$ cat src/rtl/rx_stream_adapter.sv
module rx_stream_adapter #(
  parameter int DATA_W          = 8,
  parameter int VERDICT_TIMEOUT = 16
) (
  input  logic              clk,
  input  logic              rst_n,
  input  logic              ce,
  input  logic [DATA_W-1:0] in_data,
  input  logic              in_valid,
  input  logic              in_good,
  input  logic              in_bad,
  output logic [DATA_W-1:0] out_tdata,
  output logic              out_tvalid,
  output logic              out_tlast,
  output logic              out_tuser
);
  localparam int CNT_W = $clog2(VERDICT_TIMEOUT + 1);
  localparam logic [CNT_W-1:0] CNT_END = CNT_W'(VERDICT_TIMEOUT - 1);

  typedef enum logic [1:0] {S_IDLE, S_FILL, S_WAIT} state_t;

  state_t            state;
  logic [DATA_W-1:0] hold;
  logic [CNT_W-1:0]  wait_cnt;
  logic              verdict;

  assign verdict = in_good | in_bad;

  always_ff @(posedge clk) begin
    if (!rst_n) begin
      state      <= S_IDLE;
      hold       <= '0;
      wait_cnt   <= '0;
      out_tdata  <= '0;
      out_tvalid <= 1'b0;
      out_tlast  <= 1'b0;
      out_tuser  <= 1'b0;
    end else begin
      out_tvalid <= 1'b0;
      out_tlast  <= 1'b0;
      out_tuser  <= 1'b0;
      if (ce) begin
        case (state)
          S_IDLE: if (in_valid) begin
            hold  <= in_data;
            state <= S_FILL;
          end
          S_FILL: begin
            if (in_valid) begin
              out_tdata  <= hold;
              out_tvalid <= 1'b1;
              hold       <= in_data;
            end else if (verdict) begin
              out_tdata  <= hold;
              out_tvalid <= 1'b1;
              out_tlast  <= 1'b1;
              out_tuser  <= in_bad;
              state      <= S_IDLE;
            end else begin
              wait_cnt <= '0;
              state    <= S_WAIT;
            end
          end
          S_WAIT: begin
            if (verdict || wait_cnt == CNT_END) begin
              out_tdata  <= hold;
              out_tvalid <= 1'b1;
              out_tlast  <= 1'b1;
              out_tuser  <= in_bad | ~in_good;
              state      <= S_IDLE;
            end else begin
              wait_cnt <= wait_cnt + CNT_W'(1);
            end
          end
          default: state <= S_IDLE;
        endcase
      end
    end
  end

  assert_last_needs_valid_R3: assert property (@(posedge clk) disable iff (!rst_n)
    out_tlast |-> out_tvalid);

  assert_user_only_on_last_R4: assert property (@(posedge clk) disable iff (!rst_n)
    out_tuser |-> out_tlast);

  assert_quiet_when_disabled_R7: assert property (@(posedge clk) disable iff (!rst_n)
    !ce |=> !out_tvalid);

  assert_both_pulses_bad_R5: assert property (@(posedge clk) disable iff (!rst_n)
    (ce && state == S_WAIT && in_good && in_bad) |=> (out_tvalid && out_tlast && out_tuser));

  assert_timeout_bad_R6: assert property (@(posedge clk) disable iff (!rst_n)
    (ce && state == S_WAIT && !in_good && !in_bad && wait_cnt == CNT_END)
      |=> (out_tlast && out_tuser));

  assert_idle_silent_R8: assert property (@(posedge clk) disable iff (!rst_n)
    (state == S_IDLE) |=> !out_tvalid);
endmodule

$ cat config.mk
export PLATFORM = sky130hd
export DESIGN_NAME = rx_stream_adapter
export DESIGN_NICKNAME = d
export VERILOG_FILES = /design/src/rtl/rx_stream_adapter.sv
export SDC_FILE = /design/constraint.sdc
export NUM_CORES = 1
export LEC_CHECK = 0
export BUFFER_PORTS_ARGS = -buffer_cell sky130_fd_sc_hd__buf_4
export CAP_MARGIN = 5
export CORE_ASPECT_RATIO = 0.7
export CORE_MARGIN = 5
export CORE_UTILIZATION = 55
export CTS_BUF_LIST = sky130_fd_sc_hd__clkbuf_4
export CTS_CLUSTER_DIAMETER = 120
export DETAILED_ROUTE_END_ITERATION = 10
export PLACE_DENSITY = 0.8
export SYNTH_ARGS = -nofsm -noshare
export SYNTH_HDL_FRONTEND = slang
export SYNTH_SLANG_ARGS = --single-unit
$ cat constraint.sdc
create_clock -name clk -period 2.7 [get_ports clk]
set_clock_uncertainty 0.05 [all_clocks]
set_input_delay 0.27 -clock clk [delete_from_list [all_inputs] [get_ports clk]]
set_output_delay 0.27 -clock clk [all_outputs]
set_load 0.02 [all_outputs]
# --- Yosys cells after proc, flatten, opt, wreduce, memory -nomap -nowiden ---
# Cells that the tools add are included.
totals:
  ff_bits: 26
  latchBits: 0
  mem_bits_rw: 0
  mem_bits_ro: 0
  in_bits: 14
  output_inout_bits: 11
  elab_cells: 52
  memories: 0
classes:
  addsub: 1
  mul: 0
  n_div: 0
  n_lt_le_gt_ge: 0
  eq_ne: 9
  n_shift: 0
  mux: 23
  bitwise_logic: 3
  reduce_logical: 9
ops:
  columns: ["op", "count"]
  rows:
  - ["$mux W8", 3]
  - ["$pmux W8 S2", 1]
  - ["$mux W5", 3]
  - ["$ne A2 B2 Y1 const B", 5]
  - ["$pmux W5 S2", 1]
  - ["$mux W2", 4]
  - ["$reduce_and A4 Y1", 2]
  - ["$mux W1", 7]
  - ["$pmux W1 S2", 3]
  - ["$pmux W2 S3", 1]
  - ["$add A5 B1 Y5 const B", 1]
  - ["$eq A5 B4 Y1 const B", 1]
  - ["$reduce_and A5 Y1", 1]
  - ["$ne A3 B3 Y1 const B", 1]
  - ["$reduce_and A3 Y1", 1]
  - ["$eq A2 B1 Y1 const B", 1]
  - ["$eq A2 B2 Y1 const B", 1]
  - ["$logic_not A2 Y1", 1]
  - ["$or A1 B1 Y1", 2]
  - ["$reduce_and A2 Y1", 1]
  - ["$reduce_bool A2 Y1", 1]
  - ["$reduce_or A2 Y1", 1]
  - ["$logic_or A1 B1 Y1", 1]
  - ["$not A1 Y1", 1]

# --- Depth between registers and ports, before layout ---
# Gate-level depths: netlist of the first run.
depth:
  word_depth: 4
  mapped_depth: 8

# --- Least setup slack after synthesis of the first run ---
# No wires, ideal clock.
synth_timing:
  kind: "reg2reg"
  start: "register wait_cnt[0]"
  end: "register state[0]"
  setup_time_ns: 0.132
  arrival_ns: 1.768
  required_time_ns: 2.518
  slack_ns: 0.750
  path_stages_with_launch: 8
  path_cell_list: "dfxtp_1 -> ha_1 -> and3_1 -> ha_1 -> or4b_1 -> and4b_1 -> o21ai_1 -> a21oi_1"
synth_between:
  elab_chain_cells: 4
synth_lines:
  columns: ["element", "line", "source"]
  rows:
  - ["start: declaration", "24", "logic [CNT_W-1:0] wait_cnt;"]
  - ["start signal: assignment", "72", "wait_cnt <= wait_cnt + CNT_W'(1);"]
  - ["$eq A5 B4 Y1", "65", "if (verdict || wait_cnt == CNT_END) begin"]
  - ["$logic_or A1 B1 Y1", "65", null]
  - ["$ne A2 B2 Y1 (no source line)", null, null]
  - ["$reduce_and A4 Y1 (no source line)", null, null]
  - ["end signal: assignment", "61", "state <= S_WAIT;"]
  - ["end signal: assignment", "70", "state <= S_IDLE;"]
  - ["end signal: assignment", "75", "default: state <= S_IDLE;"]
  - ["end: declaration", "22", "state_t state;"]
# Every way passes these cells.
# A chain may end at the register's enable or synchronous reset.

# --- Worst setup path after layout of the first run ---
# Ends and elaborated chain as after synthesis.

==> qor.yml, run 1 <==
clock_tree:
  path_clk_slew_ns: 0.13
  post_cts_hold_buffer_count: 0
  cts_setup_buffers: 0
  clock-sinks: 26
  h-tree-depth: 1
  insertion_delay_ns: 0.32
  cts_resized: 0
  clockBufferDepth: 2
  cts_buffers: 3
  cts_root_buf: "clkbuf_4"
  cts_tree: "built"
power:
  vdd_drop_max_uv: 285.8
  p_leak_nw: 0.5715
  pwr_density_cell_nw_per_um2: 474.3
placed_design:
  gp_congestion: 0.8858
  hpwl_mm: 1.923
  port_buffers: 24
  post-place-cells: 179
  dpl_worst_slack_ns: 0.5989
floorplan:
  fp-row-count: 14
  die_y_um: 48.86
  die_x_um: 65.51
  initial_utilization: 0.5643
  die_area_um2: 3200
  core_area_um2: 2102
  io_pins: 25
worst_hold_path:
  holdCritPathClass: "input port to flip-flop"
sta:
  rsz0062_at_grt: "false"
  tightest_slew_ns: 0.6534
  fin_crit_ns: 2.111
  fin_crit_sh: 0.7820
  fin_ws_ns: 0.5886
  setup_tns_ns: 0
  relSlewSlack: 0.5639
  report.final.slew_viol_count: 0
  setup_viol: 0
  fmax_mhz: 473.6
  finalHoldViolCount: 0
run_status:
  status: "finished clean"
yosys:
  avgSynthCellArea_um2: 8.722
  syn_area_um2: 1186
  synth_nets: 155
  async_flop_share: 0
  synth_edf_count: 0
  yosys.area.top_type: "dfxtp_1"
  ys_warn_count: 0
  synth_cell_types: 27
  netlist.area_leader.share: 0.4388
  yosysSeqAreaShare: 0.4388
  yosys_register_bits: 26
  ys_top_cells_by_area: "dfxtp_1 44%, a21oi_1 7.6%, mux2i_1 7.6%, nand3_1 5.9%, ha_1 5.3%"
  synth_flop_cell: "dfxtp_1"
  synthCells: 136
worst_setup_path:
  arrival_ns: 2.26
  critPathCapture: "state[0]$_SDFFE_PN0P_"
  worstSetupPathType: "flip-flop to flip-flop"
  rr_worst_depth: 7
  critPathRequiredTime_ns: 2.85
  critical_path.max_fanout: 5
  r2r-start: "wait_cnt[0]$_SDFFE_PN0P_"
  r2r_slack_ns: 0.59
  cp-startpoint: "wait_cnt[0]$_SDFFE_PN0P_"
  r2r-end: "state[0]$_SDFFE_PN0P_"
  endpoint_kind: "flip-flop"
  cp-start-kind: "flip-flop"
global_routing:
  overflow: 0
  grt_pass1_wl_mm: 4.395
  antenna_found_initial: 0
  grt_usage: 0.1759
  grt_pass1_vias: 917
  grt_max_degree: 23
detailed_routing:
  drt_pre_antenna_iters: 4
  post_drt_wl_per_cell_um: 13.94
  vias: 1036
  routed_wl_mm: 2.551
  drtIter0Drc: 125
  antenna_left: 0
  vias_per_cell: 5.661
  drc: 0
final_layout:
  layout_common_cells: "26 x dfxtp_1, 24 x buf_4, 18 x a21oi_1"
  n_fill_cell: 184
  antenna_cells: 0
  nets: 179
  final_util: 0.6637
  final_common_cell: "dfxtp_1"
  drive_gt1_frac: 0.2075
  finalNonFillerCells: 183
  area_growth_pct: 17.62
job:
  max-cap-violations: 0
## through the flow
step	power (mW)	instance area (µm²)	hold slack, ns
floorplan	0.4717	1186	0.3639
global placement	0.4997	1369	0.3930
detailed placement	0.5048	1369	0.4038
CTS	0.6684	1395	0.1129
global route	0.7063	1395	0.09865
finish	0.6616	1395	0.1214
## routing by layer
metal  global-route usage  routed length (µm)
met1               0.2323                1203
met2               0.2739                1174
met3              0.06221                 153
met4              0.04138                  19
met5                    0                   0
## state kept, by name, indices dropped and copies added, names as in the netlist
register    cells
state           2
out_tvalid      1
out_tdata       8
out_tuser       1
out_tlast       1
wait_cnt        5
hold            8
## area by class of cell
| cell class | instances | area, µm² | area share |
|---|---|---|---|
| Multi-Input combinational cell | 99 | 615.6 | 0.4413 |
| Timing Repair Buffer | 24 | 180.2 | 0.1291 |
| Clock inverter | 1 | 3.754 | 0.002691 |
| Clock buffer | 3 | 22.52 | 0.01614 |
| Tap cell | 24 | 30.03 | 0.02152 |
| Sequential cell | 26 | 520.5 | 0.3731 |
| Inverter | 6 | 22.52 | 0.01614 |
## where the power goes
group	total [mW]	switching, mW	internal, mW
clock network	0.165	0.111	0.0542
logic	0.0942	0.0541	0.0401
registers	0.403	0.00785	0.395
## worst max-delay path: stages (launching register included)
cell and delay [ns]:
dfxtp_1 0.36, ha_1 0.23, and3_1 0.19, ha_1 0.24, or4b_1 0.50, and4b_1 0.22
o21ai_1 0.12, a21oi_1 0.08
## worst min-delay path by stage
stage | cells after the start | start | to
global route | 3 | in_data[2] | hold[2]$_SDFFE_PN0P_
detailed placement | 2 | wait_cnt[4]$_SDFFE_PN0P_ | wait_cnt[4]$_SDFFE_PN0P_
floorplan | 2 | in_data[0] | hold[0]$_SDFFE_PN0P_
CTS | 3 | in_data[5] | hold[5]$_SDFFE_PN0P_
finish | 3 | in_data[5] | hold[5]$_SDFFE_PN0P_
global placement | 2 | wait_cnt[4]$_SDFFE_PN0P_ | wait_cnt[4]$_SDFFE_PN0P_
## kinds of logic (layout without fill, tap and decap cells)
group	count (synthesis)	after routing	share of synthesized area
AOI/OAI and AO/OA	37	37	0.1740
and+or+nand+nor	48	48	0.2163
muxes	9	9	0.07595
buffers and inverters	11	34	0.04219
adders and majority gates	5	5	0.05274
DFF	26	26	0.4388
## Yosys cell counts (3+ instances only)
cell type   n
dfxtp_1    26
inv_1       6
nor2b_1     3
nand3_1    14
a21oi_1    18
ha_1        5
nand2_1    11
o21ai_0    11
o21ai_1     3
nor2_1      8
mux2i_1     9
clkbuf_1    3
(Power assumes the default switching activity.)
==> inputs of run 2 (changes only) <==
==> constraint.sdc (replaced) <==
create_clock -name clk -period 2.2 [get_ports clk]
set_clock_uncertainty 0.05 [all_clocks]
set_input_delay 0.22 -clock clk [delete_from_list [all_inputs] [get_ports clk]]
set_output_delay 0.22 -clock clk [all_outputs]
set_load 0.02 [all_outputs]
==> qor.yml, run 2 (synthesis gave the netlist of run 1 again) <==
run_status:
  status: "finished clean"
worst_hold_path:
  holdCritPathClass: "input port to flip-flop"
  hold_path_depth: 3  # unchanged
final_layout:
  drive_gt1_frac: 0.2138  # +0.006289
  reg_top3: "hold x8, out_tdata x8, wait_cnt x5"
  antenna_cells: 0  # unchanged
  n_fill_cell: 192  # +4.3%
  finalNonFillerCells: 183  # unchanged
  final_common_cell: "dfxtp_1"
  nets: 180  # +0.56%
  layout_common_cells: "26 x dfxtp_1, 25 x buf_4, 18 x a21oi_1"
  area_growth_pct: 17.93
worst_setup_path:
  critPathRequiredTime_ns: 2.35  # -0.50 ns
  critPathCapture: "state[0]$_SDFFE_PN0P_"
  r2r-start: "wait_cnt[0]$_SDFFE_PN0P_"
  r2r-end: "state[0]$_SDFFE_PN0P_"
  worstSetupPathType: "flip-flop to flip-flop"
  cp-start-kind: "flip-flop"
  cp-startpoint: "wait_cnt[0]$_SDFFE_PN0P_"
  arrival_ns: 2.23  # -0.03 ns
  rr_worst_depth: 7  # unchanged
  endpoint_kind: "flip-flop"
  r2r_slack_ns: 0.12  # -0.47 ns
  critical_path.max_fanout: 5  # unchanged
clock_tree:
  clock-sinks: 26  # unchanged
  cts_setup_buffers: 0  # unchanged
  cts_root_buf: "clkbuf_4"
  path_clk_slew_ns: 0.13  # about the same
  cts_tree: "built"
  clockBufferDepth: 2  # unchanged
  cts_buffers: 3  # unchanged
  insertion_delay_ns: 0.32  # about the same
  h-tree-depth: 1  # unchanged
  cts_resized: 0  # unchanged
  post_cts_hold_buffer_count: 0  # unchanged
power:
  p_comb_frac: 0.146  # +0.004
  power_frac_seq: 0.611  # +0.002
  power_frac_clock: 0.243  # -0.006
  p_switching_mw: 0.2078  # +20%
  swShare: 0.2573  # -0.003471
  pwr_density_cell_nw_per_um2: 577.4  # +22%
  p_int_mw: 0.5998  # +23%
  vdd_drop_max_uv: 303.3  # +6.1%
  p_leak_nw: 0.5752  # +0.66%
sta:
  finalHoldViolCount: 0  # unchanged
  setup_viol: 0  # unchanged
  fin_crit_sh: 0.9477  # +0.1657
  rsz0062_at_grt: "false"
  tightest_slew_ns: 0.6628  # +0.009419 ns
  fin_crit_ns: 2.085  # -0.02650 ns
  fmax_mhz: 479.6  # +1.3%
  report.final.slew_viol_count: 0  # unchanged
  relSlewSlack: 0.5576  # -0.006286
  setup_tns_ns: 0  # unchanged
floorplan:
  io_pins: 25  # unchanged
  die_area_um2: 3200  # unchanged
  die_x_um: 65.51  # unchanged
  core_area_um2: 2102  # unchanged
  die_y_um: 48.86  # unchanged
  initial_utilization: 0.5643  # unchanged
  fp-row-count: 14  # unchanged
global_routing:
  grt_max_degree: 23  # unchanged
  grt_usage: 0.1750  # -0.0008770
  antenna_found_initial: 0  # unchanged
  grt_pass1_vias: 969  # +5.7%
  overflow: 0  # unchanged
  grt_pass1_wl_mm: 4.291  # -2.4%
detailed_routing:
  vias: 1040  # +0.39%
  vias_per_cell: 5.683  # +0.39%
  drt_pre_antenna_iters: 4  # unchanged
  antenna_left: 0  # unchanged
  wl_met1_mm: 1.154  # -4.1%
  routed_wl_mm: 2.531  # -0.78%
  post_drt_wl_per_cell_um: 13.83  # -0.78%
  route.met3.wl_um: 161  # +5.2%
  wl_met2_mm: 1.169  # -0.43%
  top_layer: "met4"
  drtIter0Drc: 71  # -43%
  drc: 0  # unchanged
placed_design:
  gp_congestion: 0.8966  # +1.2%
  port_buffers: 24  # unchanged
  hpwl_mm: 1.961  # +2.0%
  post-place-cells: 180  # +0.56%
job:
  max-cap-violations: 0  # unchanged
run 2: cell count changes in the layout (fill, tap and decap cells not counted):
cell      previous run  this run
buf_4               24        25
clkinv_1             1         0
run 2: worst max-delay path: stages, from the launching register on:
cell	delay, ns
dfxtp_1	0.36
ha_1	0.23
and3_1	0.19
ha_1	0.24
or4b_1	0.49
and4b_1	0.22
o21ai_1	0.11
a21oi_1	0.08
run 2: layer usage:
metal / vias to the layer above / track usage
li1: 527 / -
met4: 0 / 0.06552
met3: 7 / 0.06682
met1: 483 / 0.2071
met2: 23 / 0.2857
met5: - / 0
run 2: layout make-up:
class | instances | area [µm²] | share of cell area
multi-input combinational | 99 | 615.6 | 0.4401
sequential | 26 | 520.5 | 0.3721
timing repair buffer | 25 | 187.7 | 0.1342
tap | 24 | 30.03 | 0.02147
clock buffer | 3 | 22.52 | 0.01610
inverter | 6 | 22.52 | 0.01610
run 2: worst min path at each step:
stage	start	to	slack [ns]
after floorplan	in_data[0]	hold[0]$_SDFFE_PN0P_	0.31
after global placement	wait_cnt[4]$_SDFFE_PN0P_	wait_cnt[4]$_SDFFE_PN0P_	0.39
after detailed placement	wait_cnt[4]$_SDFFE_PN0P_	wait_cnt[4]$_SDFFE_PN0P_	0.40
after CTS	in_data[7]	hold[7]$_SDFFE_PN0P_	0.07
after global routing	in_data[7]	hold[7]$_SDFFE_PN0P_	0.08
final	in_data[3]	hold[3]$_SDFFE_PN0P_	0.07
run 2: power by group through the flow:
| stage | Sequential, mW | Combinational [mW] | Clock [mW] |
|---|---|---|---|
| final | 0.494 | 0.118 | 0.196 |
| after global routing | 0.496 | 0.131 | 0.221 |
| after CTS | 0.494 | 0.119 | 0.200 |
| after detailed placement | 0.504 | 0.118 | 0 |
| after global placement | 0.503 | 0.112 | 0 |
| after floorplan | 0.504 | 0.0751 | 0 |
run 2: per-stage QoR:
step	setup slack (ns)	util	cell area, µm²	power (mW)	hold slack [ns]
floorplan	0.2495	-	1186	0.5789	0.3139
global placement	0.1760	0.6548	1376	0.6156	0.3914
detailed placement	0.1276	0.6548	1376	0.6216	0.3961
CTS	0.1038	0.6655	1399	0.8119	0.06829
global route	0.0006952	0.6655	1399	0.8478	0.08135
finish	0.1151	0.6655	1399	0.8076	0.07298
==> inputs of run 3 (changes only) <==
--- a/config.mk
+++ b/config.mk
@@ -8,7 +8,7 @@
 export BUFFER_PORTS_ARGS = -buffer_cell sky130_fd_sc_hd__buf_4
 export CAP_MARGIN = 5
 export CORE_ASPECT_RATIO = 0.7
-export CORE_MARGIN = 5
+export CORE_MARGIN = 1
 export CORE_UTILIZATION = 55
 export CTS_BUF_LIST = sky130_fd_sc_hd__clkbuf_4
 export CTS_CLUSTER_DIAMETER = 120
==> qor.yml, run 3 (synthesis gave the netlist of run 1 again) <==
run_status:
  status: "finished with violations"
  violations: "design-rule violations"
worst_setup_path:
  endpoint_kind: "flip-flop"
  path_cells: "ha_1 > and3_1 > ha_2 > or4b_1 > and4b_1 > o21ai_1 > a21oi_1"
  crit_path_max_incr_delay_ns: 0.50  # about the same
  critical_path.max_fanout: 5  # unchanged
  critPathRequiredTime_ns: 2.33  # -0.02 ns
  cp.depth: 7  # unchanged
  critPathBufInv: 0  # unchanged
  worstSetupPathType: "flip-flop to flip-flop"
  arrival_ns: 2.21  # -0.02 ns
  critical-path-top-delay-family: "simple AND/OR/NAND/NOR gates"
  rr_worst_depth: 7  # unchanged
  critPathSlowestCell: "or4b_1"
  cp-start-kind: "flip-flop"
global_routing:
  grt_pass1_wl_mm: 3.843  # -10%
  grt_max_degree: 23  # unchanged
  use_met3: 0.07571  # +0.008890
  grt_usage: 0.2293  # +0.05427
  gr-usage-met1: 0.2808  # +0.07368
  use_met2: 0.3895  # +0.1038
  grt_pass1_vias: 873  # -9.9%
  overflow: 0  # unchanged
  antenna_found_initial: 0  # unchanged
  busiest_layer: "met2"
power:
  power_frac_clock: 0.236  # -0.007
  power_frac_seq: 0.617  # +0.006
  p_comb_frac: 0.147  # about the same
  swShare: 0.2504  # -0.006875
  pwr_density_cell_nw_per_um2: 571.7  # -0.99%
  total_power_mw: 0.7996  # -0.99%
  vdd_drop_max_uv: 489.7  # +61%
  p_switching_mw: 0.2002  # -3.6%
  p_int_mw: 0.5994  # about the same
  p_leak_nw: 0.5741  # -0.20%
sta:
  setup_viol: 0  # unchanged
  rsz0062_at_grt: "false"
  setup_tns_ns: 0  # unchanged
  fin_crit_ns: 2.081  # -0.004145 ns
  tightest_slew_ns: 0.6860  # +0.02317 ns
  relSlewSlack: 0.5422  # -0.01546
  fin_crit_sh: 0.9458  # -0.001884
  fmax_mhz: 480.6  # +0.20%
  report.final.slew_viol_count: 0  # unchanged
  fin_ws_ns: 0.1192  # +0.004145 ns
  finalHoldViolCount: 0  # unchanged
detailed_routing:
  vias: 1051  # +1.1%
  drt_pre_antenna_iters: 7  # +3
  drc: 1  # +1
  routed_wl_mm: 2.455  # -3.0%
  post_drt_wl_per_cell_um: 13.56  # -1.9%
  vias_per_cell: 5.807  # +2.2%
  antenna_left: 0  # unchanged
  drtIter0Drc: 40  # -44%
clock_tree:
  clock-sinks: 26  # unchanged
  cts_root_buf: "clkbuf_4"
  h-tree-depth: 1  # unchanged
  clockBufferDepth: 2  # unchanged
  insertion_delay_ns: 0.31  # about the same
  cts_buffers: 3  # unchanged
  post_cts_hold_buffer_count: 0  # unchanged
  cts_tree: "built"
  path_clk_slew_ns: 0.13  # about the same
floorplan:
  die_y_um: 40.86  # -16%
  io_pins: 25  # unchanged
  die_area_um2: 2349  # -27%
  fp-row-count: 13  # -1
  initial_utilization: 0.6128  # +0.04851
  core_area_um2: 1936  # -7.9%
  die_x_um: 57.51  # -12%
final_layout:
  antenna_cells: 0  # unchanged
  area_growth_pct: 17.93  # unchanged
  drive_gt1_frac: 0.2201  # +0.006289
  reg_top3: "hold x8, out_tdata x8, wait_cnt x5"
  final_common_cell: "dfxtp_1"
  layout_common_cells: "26 x dfxtp_1, 25 x buf_4, 18 x a21oi_1"
  n_fill_cell: 164  # -15%
  nets: 180  # unchanged
placed_design:
  hpwl_mm: 1.880  # -4.1%
  gp_congestion: 0.7861  # -12%
  dpl_worst_slack_ns: 0.1076  # -0.02001 ns
  port_buffers: 24  # unchanged
worst_hold_path:
  hold_path_depth: 3  # unchanged
  holdCritPathClass: "input port to flip-flop"
job:
  max-cap-violations: 0  # unchanged
==> run 3: timing repair <==
item,in CTS,in global routing
setup endpoints to repair,0,2
hold endpoints to repair,0,0
resized for setup,0,1
buffers inserted,0,0
==> run 3: power by group through the flow <==
stage / Clock (mW) / Combinational, mW / Sequential [mW]
2_1_floorplan: 0 / 0.0751 / 0.504
3_3_place_gp: 0 / 0.112 / 0.503
3_5_place_dp: 0 / 0.116 / 0.504
4_1_cts: 0.195 / 0.117 / 0.493
5_1_grt: 0.216 / 0.129 / 0.495
6_report: 0.188 / 0.118 / 0.493
==> run 3: routing by layer <==
metal,wire (µm),vias to the layer above
li1,-,526
met1,1135,483
met2,1136,38
met3,153,4
met4,29,0
met5,0,-
==> run 3: worst register-to-register path: stages (launching register included) <==
cell and delay, ns:
dfxtp_1 0.36, ha_1 0.23, and3_1 0.19, ha_2 0.20, or4b_1 0.50, and4b_1 0.23, o21ai_1 0.12, a21oi_1 0.08
==> run 3: final timing paths <==
kind	startpoint	endpoint	slack (ns)
setup reg to reg	wait_cnt[0]$_SDFFE_PN0P_	state[0]$_SDFFE_PN0P_	0.12
setup / recovery	wait_cnt[0]$_SDFFE_PN0P_	state[0]$_SDFFE_PN0P_	0.12
hold reg to reg	wait_cnt[4]$_SDFFE_PN0P_	wait_cnt[4]$_SDFFE_PN0P_	0.41
hold / removal	in_data[1]	hold[1]$_SDFFE_PN0P_	0.09
==> run 3: cell type report <==
| cell class | count | area (µm²) | share of cell area |
|---|---|---|---|
| multi-input combinational | 99 | 618.1 | 0.4419 |
| sequential | 26 | 520.5 | 0.3721 |
| timing repair buffer | 25 | 187.7 | 0.1342 |
| tap | 22 | 27.53 | 0.01968 |
| clock buffer | 3 | 22.52 | 0.01610 |
| inverter | 6 | 22.52 | 0.01610 |
==> run 3: metrics by stage <==
| stage | std cells | util | hold WS, ns | area (µm²) |
|---|---|---|---|---|
| floorplan | 136 | - | 0.3139 | 1186 |
| global placement | 178 | 0.7098 | 0.3917 | 1374 |
| detailed placement | 178 | 0.7098 | 0.3929 | 1374 |
| CTS | 181 | 0.7214 | 0.08387 | 1396 |
| global route | 181 | 0.7227 | 0.07395 | 1399 |
| finish | 181 | 0.7227 | 0.09289 | 1399 |
